===== config.mk =====
export PLATFORM = sky130hd
export DESIGN_NAME = dbg_xfer_ctrl
export DESIGN_NICKNAME = d
export VERILOG_FILES = /design/src/rtl/dbg_xfer_pkg.sv /design/src/rtl/dx_shift.sv /design/src/rtl/dx_status.sv /design/src/rtl/dx_issue.sv /design/src/rtl/dbg_xfer_ctrl.sv
export SDC_FILE = /design/constraint.sdc
export NUM_CORES = 1
export LEC_CHECK = 0
export BUFFER_PORTS_ARGS = -buffer_cell sky130_fd_sc_hd__buf_2
export CAP_MARGIN = 25
export CORE_MARGIN = 5
export CORE_UTILIZATION = 49
export CTS_CLUSTER_SIZE = 40
export DETAILED_ROUTE_END_ITERATION = 7
export MAX_ROUTING_LAYER = met4
export PLACE_DENSITY_LB_ADDON = 0.2
export SKIP_LAST_GASP = 1
export SLEW_MARGIN = 40
export SYNTH_ARGS = -nofsm -noshare
export SYNTH_HDL_FRONTEND = slang
export SYNTH_SLANG_ARGS = --single-unit

===== constraint.sdc =====
create_clock -name clk -period 5.2 [get_ports clk]
set_input_delay 0.26 -clock clk [delete_from_list [all_inputs] [get_ports clk]]
set_output_delay 0.26 -clock clk [all_outputs]
set_load 0.02 [all_outputs]

===== src/rtl/dbg_xfer_pkg.sv =====
package dbg_xfer_pkg;

    localparam int IR_W = 4;

    // Opcodes
    localparam logic [IR_W-1:0] OP_WRITE = 4'h0;
    localparam logic [IR_W-1:0] OP_SEL   = 4'h2;
    localparam logic [IR_W-1:0] OP_READ  = 4'hC;

    // Chain numbers
    localparam int CH_STAT = 1;
    localparam int CH_INSN = 4;
    localparam int CH_DATA = 5;

    // Status word bit positions
    localparam int B_HALT  = 0;
    localparam int B_READY = 1;
    localparam int B_SPA   = 6;
    localparam int B_SIA   = 7;
    localparam int B_SUND  = 8;
    localparam int B_EXEC  = 13;

    typedef enum logic [2:0] {
        DR_BYP, DR_SEL, DR_STAT, DR_INSN, DR_DATA
    } dr_kind_t;

    typedef struct packed {
        logic spa;
        logic sia;
        logic sund;
    } sticky_t;

    function automatic logic is_chain_op(input logic [IR_W-1:0] op);
        return (op == OP_READ) || (op == OP_WRITE);
    endfunction

    function automatic dr_kind_t decode_kind(input logic [IR_W-1:0] op, input int sel);
        if (op == OP_SEL)
            return DR_SEL;
        if (is_chain_op(op)) begin
            case (sel)
                CH_STAT: return DR_STAT;
                CH_INSN: return DR_INSN;
                CH_DATA: return DR_DATA;
                default: return DR_BYP;
            endcase
        end
        return DR_BYP;
    endfunction

    function automatic logic issue_path_ok(input logic [IR_W-1:0] op, input int sel);
        return is_chain_op(op) && (sel == CH_INSN || sel == CH_DATA);
    endfunction

endpackage


===== src/rtl/dx_shift.sv =====
module dx_shift #(
    parameter int DATA_W = 32,
    parameter int IDX_W  = $clog2(DATA_W)
) (
    input  logic              clk,
    input  logic              rst,
    input  logic              cap,
    input  logic              shf,
    input  logic              tdi,
    input  logic [IDX_W-1:0]  msb_idx,
    input  logic [DATA_W-1:0] cap_val,
    output logic [DATA_W-1:0] sh_q,
    output logic              tdo
);
    logic [DATA_W-1:0] sh_nx;

    always_comb begin
        sh_nx = sh_q >> 1;
        sh_nx[msb_idx] = tdi;
    end

    always_ff @(posedge clk) begin
        if (rst)
            sh_q <= '0;
        else if (cap)
            sh_q <= cap_val;
        else if (shf)
            sh_q <= sh_nx;
    end

    assign tdo = sh_q[0];
endmodule


===== src/rtl/dx_status.sv =====
module dx_status
    import dbg_xfer_pkg::*;
#(
    parameter int DATA_W = 32
) (
    input  logic              clk,
    input  logic              rst,
    input  logic              exec_wr,
    input  logic              exec_d,
    input  logic              rd_clr,
    input  logic              ab_p,
    input  logic              ab_i,
    input  logic              undef,
    input  logic              dtr_we,
    input  logic [DATA_W-1:0] dtr_d,
    output logic              exec_en,
    output sticky_t           stk,
    output logic [DATA_W-1:0] dtr_q
);
    always_ff @(posedge clk) begin
        if (rst) begin
            exec_en <= 1'b0;
            stk     <= '0;
            dtr_q   <= '0;
        end else begin
            if (exec_wr)
                exec_en <= exec_d;
            // a new fault wins over the read-clear
            stk.spa  <= ab_p  | (stk.spa  & ~rd_clr);
            stk.sia  <= ab_i  | (stk.sia  & ~rd_clr);
            stk.sund <= undef | (stk.sund & ~rd_clr);
            if (dtr_we)
                dtr_q <= dtr_d;
        end
    end
endmodule


===== src/rtl/dx_issue.sv =====
module dx_issue #(
    parameter int DATA_W = 32
) (
    input  logic              clk,
    input  logic              rst,
    input  logic              rti,
    input  logic              path_ok,
    input  logic              exec_en,
    input  logic              halted,
    input  logic              spa,
    input  logic              done,
    input  logic              itr_we,
    input  logic [DATA_W-1:0] itr_d,
    output logic              issue,
    output logic              ready,
    output logic [DATA_W-1:0] itr_q
);
    logic fire;
    logic accept;

    assign fire   = rti && path_ok && exec_en && halted && ready && !spa;
    assign accept = itr_we && ready && !spa;

    always_ff @(posedge clk) begin
        if (rst) begin
            issue <= 1'b0;
            ready <= 1'b1;
            itr_q <= '0;
        end else begin
            issue <= fire;
            if (fire)
                ready <= 1'b0;
            else if (done)
                ready <= 1'b1;
            if (accept)
                itr_q <= itr_d;
        end
    end
endmodule


===== src/rtl/dbg_xfer_ctrl.sv =====
module dbg_xfer_ctrl
    import dbg_xfer_pkg::*;
#(
    parameter int DATA_W = 32,
    parameter int SEL_W  = 5
) (
    input  logic              clk,
    input  logic              rst,
    input  logic              cap_dr,
    input  logic              shf_dr,
    input  logic              upd_dr,
    input  logic              rti,
    input  logic [IR_W-1:0]   ir_op,
    input  logic              tdi,
    input  logic              core_halted,
    input  logic              core_done,
    input  logic              core_dabort_p,
    input  logic              core_dabort_i,
    input  logic              core_undef,
    input  logic              core_dtr_we,
    input  logic [DATA_W-1:0] core_dtr,
    output logic              tdo,
    output logic              issue,
    output logic [DATA_W-1:0] instr
);
    localparam int IDX_W = $clog2(DATA_W);

    logic [SEL_W-1:0]  sel_q;
    dr_kind_t          kind;
    logic [IDX_W-1:0]  msb_idx;
    logic [DATA_W-1:0] cap_val;
    logic [DATA_W-1:0] sh_q;
    logic [DATA_W-1:0] stat_view;
    logic [DATA_W-1:0] dtr_q;
    logic              exec_en;
    sticky_t           stk;
    logic              ready_w;
    logic              spa_w;
    logic              rd_clr;
    logic              exec_wr;
    logic              itr_we;
    logic              path_ok;

    assign kind    = decode_kind(ir_op, int'(sel_q));
    assign path_ok = issue_path_ok(ir_op, int'(sel_q));
    assign rd_clr  = cap_dr && kind == DR_STAT && ir_op == OP_READ;
    assign exec_wr = upd_dr && kind == DR_STAT && ir_op == OP_WRITE;
    assign itr_we  = upd_dr && kind == DR_INSN && ir_op == OP_WRITE;
    assign spa_w   = stk.spa;

    always_comb begin
        stat_view          = '0;
        stat_view[B_HALT]  = core_halted;
        stat_view[B_READY] = ready_w;
        stat_view[B_SPA]   = stk.spa;
        stat_view[B_SIA]   = stk.sia;
        stat_view[B_SUND]  = stk.sund;
        stat_view[B_EXEC]  = exec_en;
    end

    always_comb begin
        case (kind)
            DR_SEL: begin
                msb_idx = IDX_W'(SEL_W - 1);
                cap_val = DATA_W'(sel_q);
            end
            DR_STAT: begin
                msb_idx = IDX_W'(DATA_W - 1);
                cap_val = stat_view;
            end
            DR_INSN: begin
                msb_idx = IDX_W'(DATA_W - 1);
                cap_val = instr;
            end
            DR_DATA: begin
                msb_idx = IDX_W'(DATA_W - 1);
                cap_val = dtr_q;
            end
            default: begin
                msb_idx = '0;
                cap_val = '0;
            end
        endcase
    end

    always_ff @(posedge clk) begin
        if (rst)
            sel_q <= '0;
        else if (upd_dr && kind == DR_SEL)
            sel_q <= sh_q[SEL_W-1:0];
    end

    dx_shift #(.DATA_W(DATA_W), .IDX_W(IDX_W)) u_shift (
        .clk(clk), .rst(rst), .cap(cap_dr), .shf(shf_dr), .tdi(tdi),
        .msb_idx(msb_idx), .cap_val(cap_val), .sh_q(sh_q), .tdo(tdo)
    );

    dx_status #(.DATA_W(DATA_W)) u_status (
        .clk(clk), .rst(rst), .exec_wr(exec_wr), .exec_d(sh_q[B_EXEC]),
        .rd_clr(rd_clr), .ab_p(core_dabort_p), .ab_i(core_dabort_i),
        .undef(core_undef), .dtr_we(core_dtr_we), .dtr_d(core_dtr),
        .exec_en(exec_en), .stk(stk), .dtr_q(dtr_q)
    );

    dx_issue #(.DATA_W(DATA_W)) u_issue (
        .clk(clk), .rst(rst), .rti(rti), .path_ok(path_ok),
        .exec_en(exec_en), .halted(core_halted), .spa(spa_w),
        .done(core_done), .itr_we(itr_we), .itr_d(sh_q),
        .issue(issue), .ready(ready_w), .itr_q(instr)
    );
endmodule


# Word-level counts from Yosys, hierarchy flattened
# Index checks and enable logic that the tools add are counted.
dict set report classes {
  add_sub_neg 0
  mul 0
  div 0
  magnitude_cmp 2
  n_eq_ne 11
  n_shift 0
  n_mux 17
  bitwise_logic 7
  reduce_logical 23
}
# cell count
set op_table {}
lappend op_table {{$pmux W32 S4} 1}
lappend op_table {{$mux W32} 2}
lappend op_table {{$bwmux W32} 1}
lappend op_table {{$logic_and A1 B1 Y1} 16}
lappend op_table {{$mux W3} 4}
lappend op_table {{$eq A5 B3 Y1 const B} 2}
lappend op_table {{$eq A5 B4 Y1 const B} 2}
lappend op_table {{$pmux W5 S2} 1}
lappend op_table {{$pmux W3 S3} 1}
lappend op_table {{$eq A3 B2 Y1 const B} 2}
lappend op_table {{$lt A5 B6 Y1 const B} 1}
lappend op_table {{$mux W1} 6}
lappend op_table {{$demux W1 S5} 1}
lappend op_table {{$eq A5 B1 Y1 const B} 1}
lappend op_table {{$ge A5 B1 Y1 const B} 1}
lappend op_table {{$eq A4 B2 Y1 const B} 1}
lappend op_table {{$eq A4 B4 Y1 const B} 1}
lappend op_table {{$logic_not A4 Y1} 1}
lappend op_table {{$reduce_bool A2 Y1} 2}
lappend op_table {{$and A1 B1 Y1} 3}
lappend op_table {{$eq A3 B1 Y1 const B} 1}
lappend op_table {{$eq A3 B3 Y1 const B} 1}
lappend op_table {{$or A1 B1 Y1} 3}
lappend op_table {{$reduce_or A3 Y1} 1}
lappend op_table {{other kinds (3)} 4}
dict set report totals {
  regBits 107
  latch_bits 0
  mem_bits_rw 0
  mem_bits_ro 0
  elab_cells 70
  mem_count 0
}

# Logic depth before layout (Yosys ltp)
dict set report logic_depth {
  depth_word 16
  mapped_depth 7
  ltp_nobuf 4
}

# Modules after synthesis
# A second synthesis with hierarchy kept.
dict set report hier_totals {
  cells_unflattened 630
  hier_area_um2 5828.1
}
# module n_inst cells_each area_per_inst_um2 seq_area_each_um2
set modules_own_cells {}
lappend modules_own_cells {dx_shift 1 243 2054.5 640.6}
lappend modules_own_cells {dx_issue 1 147 1544.0 680.7}
lappend modules_own_cells {dx_status 1 119 1311.3 720.7}
lappend modules_own_cells {dbg_xfer_ctrl 1 121 918.4 100.1}

# Worst setup path before layout
# OpenSTA, ideal clock, no wires.
dict set report synth_path {
  kind {reg-to-reg}
  startpoint {register sel_q[1]}
  endpoint {register u_issue.itr_q[23]}
  setup_ns 0.132
  arrival_ns 1.710
  setup_slack_ns 3.357
  stages_incl_launch_ff 8
  synth_period_minus_slack_ns 1.843
  path_cell_list {dfxtp_1 -> or3_1 -> buf_6 -> or3_1 -> clkbuf_2 -> clkbuf_1 -> o21ai_0 -> a21oi_1}
}
dict set report synth_between {
  elab_chain_cells 10
  elab_cells_between_ends 12
  cone_classes {eq/ne (4); mux (4); reduce/logical (4)}
}
# element line_no
set synth_rtl {}
lappend synth_rtl {{start, declared} dbg_xfer_ctrl.sv:28} ;# logic [SEL_W-1:0] sel_q;
lappend synth_rtl {{start signal, assigned} dbg_xfer_ctrl.sv:90} ;# sel_q <= sh_q[SEL_W-1:0];
lappend synth_rtl {{$eq A5 B3 Y1 or $eq A5 B1 Y1 (tied branches)} dbg_xfer_pkg.sv:41} ;# case (sel)
lappend synth_rtl {{$pmux W3 S3 (*)} dbg_xfer_pkg.sv:41}
lappend synth_rtl {{$mux W3 (*)} dbg_xfer_pkg.sv:40} ;# if (is_chain_op(op)) begin
lappend synth_rtl {{$mux W3 (*)} dbg_xfer_pkg.sv:48} ;# return DR_BYP;
lappend synth_rtl {{$mux W3 (*)} dbg_xfer_pkg.sv:40}
lappend synth_rtl {{$eq A3 B2 Y1 (*)} dbg_xfer_ctrl.sv:48} ;# assign itr_we = upd_dr && kind == DR_INSN && ir_op == OP_WRITE;
lappend synth_rtl {{$logic_and A1 B1 Y1 (*) (2 in a row)} dbg_xfer_ctrl.sv:48}
lappend synth_rtl {{$logic_and A1 B1 Y1 (*) (2 in a row)} dx_issue.sv:22} ;# assign accept = itr_we && ready && !spa;
lappend synth_rtl {{end signal, assigned} dx_issue.sv:36} ;# itr_q <= itr_d;
lappend synth_rtl {{end, declared} dx_issue.sv:16} ;# output logic [DATA_W-1:0] itr_q
# Mark *: on every way between the ends. The rest lies on a longest branch, timed or not.
# A chain may end at the register's enable or synchronous reset.

# Final worst setup path
dict set report layout_path {
  startpoint {register sel_q[2]}
  endpoint {register u_issue.itr_q[5]}
}
# The elaborated chain is that of the path after synthesis.

==> results.md <==
* Hold Vio Cnt, Final at 0
* Register share of total power at 0.581
* Yosys reg bits at 107
* Drt wl/cell at 17.3 um
* Final setup viols at 0
* Initial antenna violation count at 0
* DRC at 0
* Detail Route Antenna Nets at 0
* # hold bufs at CTS at 0
* Clock Pin Slew Worst Setup and Hold Paths at 0.10 ns
* Commonest non-fill, non-tap cell in the layout: dfxtp_1
* Switching Share at 0.272
* DR pass1 iterations at 4
* Min-Delay Path Class: primary input to register
* Core area at 0.00968 mm^2
* Critical Path RT at 5.50 ns
* Sequential-to-total area share from yosys stat at 0.444
* Syn Area/Cell at 8.78 um^2
* Critical path peak fanout at 29
* VDD IR max at 0.130 mV
* Pin slew with the least headroom to its limit at 0.811 ns
* TritonCTS clock tree: yes
* Grt total ovfl at 0
* Unrepaired setup endpoints after global routing: no
* Initial Utilization at 0.498
* CP Launch Type: register
* Layout cell share with drive strength beyond 1 at 0.208
* Final worst-path cycle share at 0.514
* Die area at 0.0119 mm^2
* Iter 0 DRT Violations at 254
* Depth of the CTS H-tree at 3
* Outcome: completed
* Ys flop type: dfxtp_1
* Cell repeated most along the worst path: buf_4
* Vias in the first global route at 4245
* Vias/cell at 5.83
* Max-cap violations at 0
* CP Data Arrival Time at 2.97 ns
* Setup_tns at 0 ns
* Ports at 83
* First-pass GRT wire length at 21.1 mm
* Ant. Diodes at 0
* Async S/R FF share, synth at 0
* Die Ht at 109 um
* NetSw at 404 uW
* Via count at 4250
* RePlAce Congestion at 0.927
* CP max-delay cell: dfxtp_1
* Int Power at 1080 uW
* Largest net degree at the start of global routing at 107
* Clk root buf: clkbuf_8
* Max Freq at 374 MHz
* Synth warn at 0
* Hpwl dp at 7.99 mm
* Drt total wl at 12.6 mm
* Post-synthesis cell count at 549
* Worst setup EP type: register
* Port buffer count at 82
* Area Overhead vs Synth at 12.8%
* Syn_nets at 598
* Worst-path cell chain: nor2b_2 -> buf_4 -> and4_1 -> buf_4 -> nand3_1 -> a21oi_1
* Post-CTS Setup Bufs at 0
* Std cell rows at 36
* Num CTS Buffers at 9
* FILL cells at 916
* Critical path's largest stage delay at 0.75 ns
* Longest Clk Path Bufs at 2
* Comb pwr share at 0.091
* Post_cts resized at 0
* Power density over the cells at 273 mW/mm^2
* Post-synth EDFFs at 0
* Minimum clock period at 2.67 ns
* Post-route cell area at 0.00544 mm^2
* Core Util, Final at 0.562
* Yosys cell types at 44
* All-Layer GR Usage at 0.229
* Commonest non-fill, non-tap cells in the layout: dfxtp_1 (107), buf_2 (78), a21oi_1 (48), nor2_1 (48), a211oi_1 (48)
* Die W at 109 um
* CTS Sinks at 107
* Max-slew headroom at 0.459
* Placed instance area at 0.00525 mm^2
* Skew final at 0.0135 ns
* Post-synthesis cell area at 0.00482 mm^2
* Setup Crit Path Kind: register to register
* Worst skew pair latency at 0.38 ns
* Slew Viols, Final at 0
* LEAKAGE at 0.00203 uW
* Layout net count at 640
* Clock power frac at 0.328
-- per-stage QoR --
step / instances / setup WS [ns] / power (uW) / hold slack [ns]
finish: 729 / 2.53 / 1490 / 0.0916
floorplan: 549 / 3.36 / 973 / 0.377
detailed placement: 713 / 2.56 / 1020 / 0.464
global placement: 711 / 2.46 / 1010 / 0.456
CTS: 729 / 2.55 / 1500 / 0.0772
global route: 729 / 2.35 / 1560 / 0.0687
-- cells by family after synthesis --
kind of cell           synth area share
AO/OA/AOI/OAI                     0.242
AND/OR/NAND/NOR                   0.162
flip-flops                        0.444
buffers and inverters            0.0553
multiplexers                     0.0932
XOR/XNOR                        0.00337
-- sequential cells by signal, summed over array words and instances, names as in the netlist --
register / cells
sel_q: 5
u_issue.issue: 1
u_issue.itr_q: 32
u_issue.ready: 1
u_shift.sh_q: 32
u_status.dtr_q: 32
u_status.exec_en: 1
u_status.stk: 3
-- per-layer routing --
metal,routed length [um],track usage
met2,5930,0.357
met4,136,0.0597
met1,5810,0.304
met3,761,0.0491
met5,0,-
-- power by group through the flow --
stage,combinational [uW],clock (uW),sequential [uW]
finish,135,487,864
global route,151,535,869
CTS,136,501,864
detailed placement,135,0,883
global placement,130,0,882
floorplan,95.9,0,877
-- worst paths after layout --
kind	startpoint	endpoint	slack (ns)	depth (start not counted)
max	sel_q[2]	u_issue.itr_q[5]	2.53	6
min	core_undef	u_status.stk[0]	0.09	3
max reg2reg	sel_q[2]	u_issue.itr_q[5]	2.53	6
min reg2reg	u_status.dtr_q[1]	u_shift.sh_q[1]	0.47	2
-- critical path: cells and delay by family, from the launching register on --
family | cells | cell delay, ns
buffers and inverters | 2 | 0.73
AND/OR/NAND/NOR | 3 | 0.95
AO/OA/AOI/OAI | 1 | 0.16
flip-flops | 1 | 0.75
-- synthesized netlist by cell type, types with 2 or more instances --
cell      instances  share of area
a211oi_1         48          0.075
a21oi_1          48          0.050
a221oi_1          2         0.0036
a22o_1            6          0.011
a31oi_1           4         0.0052
a32oi_1          22          0.040
buf_1             5         0.0039
buf_2             5         0.0052
clkbuf_1         47          0.037
dfxtp_1         107           0.44
inv_1             8         0.0062
mux2_2            7          0.016
mux2i_1          37          0.077
nand2_1          11         0.0086
nand3_1          38          0.039
nand4_1           2         0.0026
nor2_1           48          0.037
nor2b_1          25          0.032
nor3_1            6         0.0062
nor4_1            6         0.0078
o211ai_1          3         0.0047
o21ai_0          38          0.039
o21bai_1          2         0.0031
or2_2             2         0.0026
or3_1             3         0.0039
-- final cells by class --
cell class                      instances  area, um^2  share of cell area
Multi-Input combinational cell        375        2430               0.447
Sequential cell                       107        2140               0.394
Timing Repair Buffer                   90         488              0.0897
Tap cell                              133         166              0.0306
Clock buffer                            9         124              0.0228
Clock inverter                          7        60.1              0.0110
Inverter                                8        30.0             0.00552
Power figures use the tool's default switching activity.
